`config.mk`:
```
export PLATFORM = sky130hd
export DESIGN_NAME = ripple_accum_adder
export DESIGN_NICKNAME = d
export VERILOG_FILES = /design/src/rtl/ripple_accum_pkg.sv /design/src/rtl/ripple_step.sv /design/src/rtl/ripple_ctrl.sv /design/src/rtl/ripple_accum_adder.sv
export SDC_FILE = /design/constraint.sdc
export NUM_CORES = 1
export LEC_CHECK = 0
export BUFFER_PORTS_ARGS = -buffer_cell sky130_fd_sc_hd__buf_2
export CORE_MARGIN = 1.5
export CORE_UTILIZATION = 45
export CTS_CLUSTER_DIAMETER = 60
export DETAILED_ROUTE_END_ITERATION = 10
export PLACE_DENSITY = 0.8
export SYNTH_ARGS = -nofsm -noshare
export SYNTH_HDL_FRONTEND = slang
export SYNTH_SLANG_ARGS = --single-unit
```
`constraint.sdc`:
```
create_clock -name clk_i -period 5.15 [get_ports clk_i]
set_input_delay 0.2575 -clock clk_i [delete_from_list [all_inputs] [get_ports clk_i]]
set_output_delay 0.2575 -clock clk_i [all_outputs]
set_load 0.02 [all_outputs]
```
`src/rtl/ripple_accum_pkg.sv`:
```
package ripple_accum_pkg;
  typedef enum logic {
    OP_ADD = 1'b0,
    OP_SUB = 1'b1
  } acc_op_e;
endpackage

```
`src/rtl/ripple_step.sv`:
```
module ripple_step
  import ripple_accum_pkg::*;
#(
  parameter int WIDTH = 16
) (
  input  logic [WIDTH-1:0] acc_i,
  input  logic [WIDTH-1:0] pend_i,
  input  acc_op_e          op_i,
  output logic [WIDTH-1:0] acc_nxt_o,
  output logic [WIDTH-1:0] pend_nxt_o,
  output logic             drop_o
);
  logic [WIDTH-1:0] gen;

  for (genvar i = 0; i < WIDTH; i++) begin : g_bit
    // borrow generates where acc bit is 0, carry where it is 1
    assign acc_nxt_o[i] = acc_i[i] ^ pend_i[i];
    assign gen[i]       = ((op_i == OP_SUB) ? ~acc_i[i] : acc_i[i]) & pend_i[i];
  end

  if (WIDTH > 1) begin : g_shift
    assign pend_nxt_o = {gen[WIDTH-2:0], 1'b0};
  end else begin : g_single
    assign pend_nxt_o = '0;
  end

  assign drop_o = gen[WIDTH-1];
endmodule

```
`src/rtl/ripple_ctrl.sv`:
```
module ripple_ctrl (
  input  logic clk_i,
  input  logic rst_ni,
  input  logic start_i,
  input  logic pend_zero_i,
  output logic load_o,
  output logic step_o,
  output logic busy_o,
  output logic done_o
);
  logic active_q;

  assign busy_o = active_q & ~pend_zero_i;
  assign done_o = active_q & pend_zero_i;
  assign load_o = start_i & ~busy_o;
  assign step_o = busy_o;

  always_ff @(posedge clk_i or negedge rst_ni) begin
    if (!rst_ni)     active_q <= 1'b0;
    else if (load_o) active_q <= 1'b1;
    else if (done_o) active_q <= 1'b0;
  end

  // done lasts one cycle unless a fresh load follows at once
  a_r6_done_single: assert property (@(posedge clk_i) disable iff (!rst_ni)
    done_o |=> (!done_o || $past(start_i)));

  // busy only ends through done
  a_r5_busy_ends_in_done: assert property (@(posedge clk_i) disable iff (!rst_ni)
    busy_o |=> (busy_o || done_o));
endmodule

```
`src/rtl/ripple_accum_adder.sv`:
```
module ripple_accum_adder
  import ripple_accum_pkg::*;
#(
  parameter int WIDTH = 16
) (
  input  logic             clk_i,
  input  logic             rst_ni,
  input  logic             start_i,
  input  logic             sub_i,
  input  logic [WIDTH-1:0] a_init_i,
  input  logic [WIDTH-1:0] operand_i,
  output logic [WIDTH-1:0] acc_o,
  output logic [WIDTH-1:0] pend_o,
  output logic             busy_o,
  output logic             done_o,
  output logic             carry_o
);
  localparam int CntW = $clog2(WIDTH + 2);

  logic [WIDTH-1:0] acc_q, pend_q, acc_nxt, pend_nxt;
  acc_op_e          op_q;
  logic             carry_q, drop, load, step;

  ripple_step #(.WIDTH(WIDTH)) u_step (
    .acc_i      (acc_q),
    .pend_i     (pend_q),
    .op_i       (op_q),
    .acc_nxt_o  (acc_nxt),
    .pend_nxt_o (pend_nxt),
    .drop_o     (drop)
  );

  ripple_ctrl u_ctrl (
    .clk_i       (clk_i),
    .rst_ni      (rst_ni),
    .start_i     (start_i),
    .pend_zero_i (pend_q == '0),
    .load_o      (load),
    .step_o      (step),
    .busy_o      (busy_o),
    .done_o      (done_o)
  );

  always_ff @(posedge clk_i or negedge rst_ni) begin
    if (!rst_ni) begin
      acc_q   <= '0;
      pend_q  <= '0;
      op_q    <= OP_ADD;
      carry_q <= 1'b0;
    end else if (load) begin
      acc_q   <= a_init_i;
      pend_q  <= operand_i;
      op_q    <= sub_i ? OP_SUB : OP_ADD;
      carry_q <= 1'b0;
    end else if (step) begin
      acc_q   <= acc_nxt;
      pend_q  <= pend_nxt;
      carry_q <= carry_q | drop;
    end
  end

  assign acc_o   = acc_q;
  assign pend_o  = pend_q;
  assign carry_o = carry_q;

  // busy run length, checker only
  logic [CntW-1:0] run_q;
  always_ff @(posedge clk_i or negedge rst_ni) begin
    if (!rst_ni)     run_q <= '0;
    else if (busy_o) run_q <= run_q + 1'b1;
    else             run_q <= '0;
  end

  // at most WIDTH busy cycles
  a_r10_bounded_run: assert property (@(posedge clk_i) disable iff (!rst_ni)
    busy_o |-> (run_q < CntW'(WIDTH)));

  // an add step preserves acc + pend modulo 2^WIDTH
  a_r3_sum_kept: assert property (@(posedge clk_i) disable iff (!rst_ni)
    (busy_o && op_q == OP_ADD) |=>
      (WIDTH'(acc_q + pend_q) == WIDTH'($past(acc_q) + $past(pend_q))));

  // a subtract step preserves acc - pend modulo 2^WIDTH
  a_r4_diff_kept: assert property (@(posedge clk_i) disable iff (!rst_ni)
    (busy_o && op_q == OP_SUB) |=>
      (WIDTH'(acc_q - pend_q) == WIDTH'($past(acc_q) - $past(pend_q))));

  // after a step the lowest pending bit is clear
  a_r3_pend_lsb_clear: assert property (@(posedge clk_i) disable iff (!rst_ni)
    busy_o |=> !pend_q[0]);

  // carry flag sticky until a new load
  a_r8_carry_sticky: assert property (@(posedge clk_i) disable iff (!rst_ni)
    (carry_o && !start_i) |=> carry_o);

  // mode holds while busy
  a_r9_mode_held: assert property (@(posedge clk_i) disable iff (!rst_ni)
    busy_o |=> $stable(op_q));
endmodule

```
==> impl_metrics.json <==
{
  "clock-root-buffer": "clkbuf_8",
  "core-area_um2": 4354,
  "final_util_pct": 56.09,
  "grt_pass1_vias": 1838,
  "wl_met3_um": 289,
  "stdcell_count": 336,
  "top_layer": "met4",
  "grt_pass1_wl_um": 8528,
  "synth_area_per_cell_um2": 9.140,
  "slowest_stage": "a41o_2",
  "fin_area_um2": 2442,
  "wl_per_cell_um": 14.87,
  "cts.sinks": 35,
  "relSlewSlack_pct": 33.40,
  "syn_nets": 259,
  "hold_violations": 0,
  "clk_path_buf_depth": 2,
  "place_hpwl_um": 3342,
  "drc": 0,
  "placed_cell_area_um2": 2370,
  "drt-met1-wl_um": 2277,
  "firstDrtPassIters": 4,
  "ys_dominant_reg_cell": "dfrtp_1",
  "cp.required_ns": 4.89,
  "initial_core_util_pct": 46.81,
  "netlist_instances": 223,
  "rows": 24,
  "pwr_density_cell_nw_per_um2": 640.5,
  "grt_usage_pct": 22.03,
  "fin_crit_ns": 3.126,
  "port_buffers": 70,
  "cts_resized": 0,
  "start_kind": "register",
  "antenna_found_initial": 0,
  "ys_ff_latch": 35,
  "die_width_um": 70.30,
  "syn_to_final_growth_pct": 19.83,
  "path_buf_inv": 2,
  "grt_start_max_net_pins": 64,
  "critPathMaxStageDelay_ns": 0.96,
  "whs_ns": 0.05952,
  "dp.cells": 330,
  "clock_latency_ns": 0.28,
  "status": "complete, no violations",
  "crit_family": "compound AO/OA/AOI/OAI gates",
  "hp-class": "in2async",
  "synth_edf_count": 0,
  "die_h_um": 70.30,
  "antenna_cells": 0,
  "grt_overflow": 0,
  "final.setup_skew_ns": 0.006053,
  "wl_met2_um": 2315,
  "rsz0062_at_grt": "no",
  "tightest_slew_ns": 0.9990,
  "io_pins": 71,
  "wirelength_um": 4995,
  "arrival_ns": 2.87,
  "maxCapViolations": 0,
  "cts_tree": "built",
  "crit_path_end_kind": "primary output",
  "peakVddDrop_uv": 295.3,
  "cts_max_level": 2,
  "dr.first_iter.drc_count": 161,
  "vias": 1859,
  "num-fill-cells": 397,
  "r2r_setup_slack_ns": 2.11,
  "cts_buffers": 5,
  "leakage_nw": 1.247,
  "async_flop_share_pct": 100.0,
  "drive_above_1_share_pct": 27.46,
  "synth.distinct_cells": 22,
  "setup_viol": 0,
  "setup_tns_ns": 0,
  "route.detailed.vias_per_inst": 5.533,
  "cts_setup_buffers": 0,
  "dieArea_um2": 4942,
  "netlist_area_um2": 2038,
  "clkTransAtPathRegs_ns": 0.06,
  "routabilityCongestion": 0.7830,
  "synth_warnings": 0,
  "worst-setup-path-type": "reg2out",
  "cts_hold_buffers": 0,
  "postRouteAntennaNets": 0,
  "slew_violations": 0,
  "post-route-period-util_pct": 60.71,
  "max_freq_mhz": 319.8,
  "yosysSeqAreaShare_pct": 42.97,
  "path_cells": "nor4_1 -> a41o_2 -> inv_2 -> buf_2",
  "crit_fanout": 63,
  "nets": 321
}
## kinds of logic after synthesis
logic type	Yosys count	synth area share (%)
xor gates and xnor gates	16	6.875
muxes	18	8.901
and+or+nand+nor	86	23.88
buffers and inverters	19	4.910
AOI/OAI and AO/OA	49	12.46
DFF	35	42.97
## placed cells by master (no fill, tap or decap), drive strengths merged, types with 4 or more instances in the layout
cell    instances
buf            70
xor2           16
nor4            4
nor2            4
mux2i          17
dfrtp          35
nor3b          30
or3            15
a21oi          46
clkbuf          6
nand2          31
## cell usage after synthesis (4+ instances only)
| master | count | share of area, % |
|---|---|---|
| a21oi_1 | 46 | 11 |
| nor3b_1 | 30 | 11 |
| nor4_1 | 4 | 1.2 |
| mux2i_1 | 17 | 8.3 |
| nand2_1 | 31 | 5.7 |
| xor2_1 | 16 | 6.9 |
| buf_2 | 5 | 1.2 |
| clkbuf_1 | 6 | 1.1 |
| dfrtp_1 | 35 | 43 |
| or3_1 | 15 | 4.6 |
| nor2_1 | 4 | 0.74 |
## routing by layer
layer | up-vias | GRT usage (%)
met5 | - | 0
met4 | 0 | 9.402
met3 | 9 | 5.916
met2 | 59 | 34.17
met1 | 881 | 28.95
li1 | 910 | -
## worst paths after layout
check | start | to | cells after the start
max in group asynchronous | rst_ni | acc_o[1] | 1
min reg2reg | carry_o | carry_o | 2
max | pend_o[13] | busy_o | 4
min in group clk_i | sub_i | op_q | 2
min | rst_ni | acc_o[0] | 1
max reg2reg | pend_o[13] | op_q | 5
## report_power, final
part / switching, mW / leakage (nW) / internal [mW]
clock network: 0.0916 / 0.0371 / 0.0901
registers: 0.176 / 0.441 / 0.394
logic: 0.476 / 0.769 / 0.337
## worst register-to-register path, delay by kind of cell (launching register included)
family | cells | cell delay [ns]
muxes | 1 | 0.36
DFF | 1 | 0.43
buffers and inverters | 1 | 0.40
AOI/OAI and AO/OA | 1 | 0.96
and+or+nand+nor | 2 | 0.77
## flip-flops by register name, summed over array words and instances, names as in the netlist
signal,flops
acc_o,16
pend_o,16
carry_o,1
op_q,1
u_ctrl.active_q,1
## final cells by class
type | count | area, um2 | share of cell area [%]
Timing Repair Buffer | 70 | 350.3 | 14.34
Multi-Input combinational cell | 169 | 1064 | 43.55
Sequential cell | 35 | 875.8 | 35.86
Inverter | 4 | 15.01 | 0.6148
Clock buffer | 6 | 72.57 | 2.971
Tap cell | 52 | 65.06 | 2.664
## stage by stage
stage / power [mW] / worst slack, ns
2_1_floorplan: 1.178 / 3.325
3_3_place_gp: 1.361 / 2.344
3_5_place_dp: 1.384 / 2.184
4_1_cts: 1.572 / 2.073
5_1_grt: 1.700 / 1.813
6_report: 1.564 / 2.024
(Power assumes the default switching activity.)
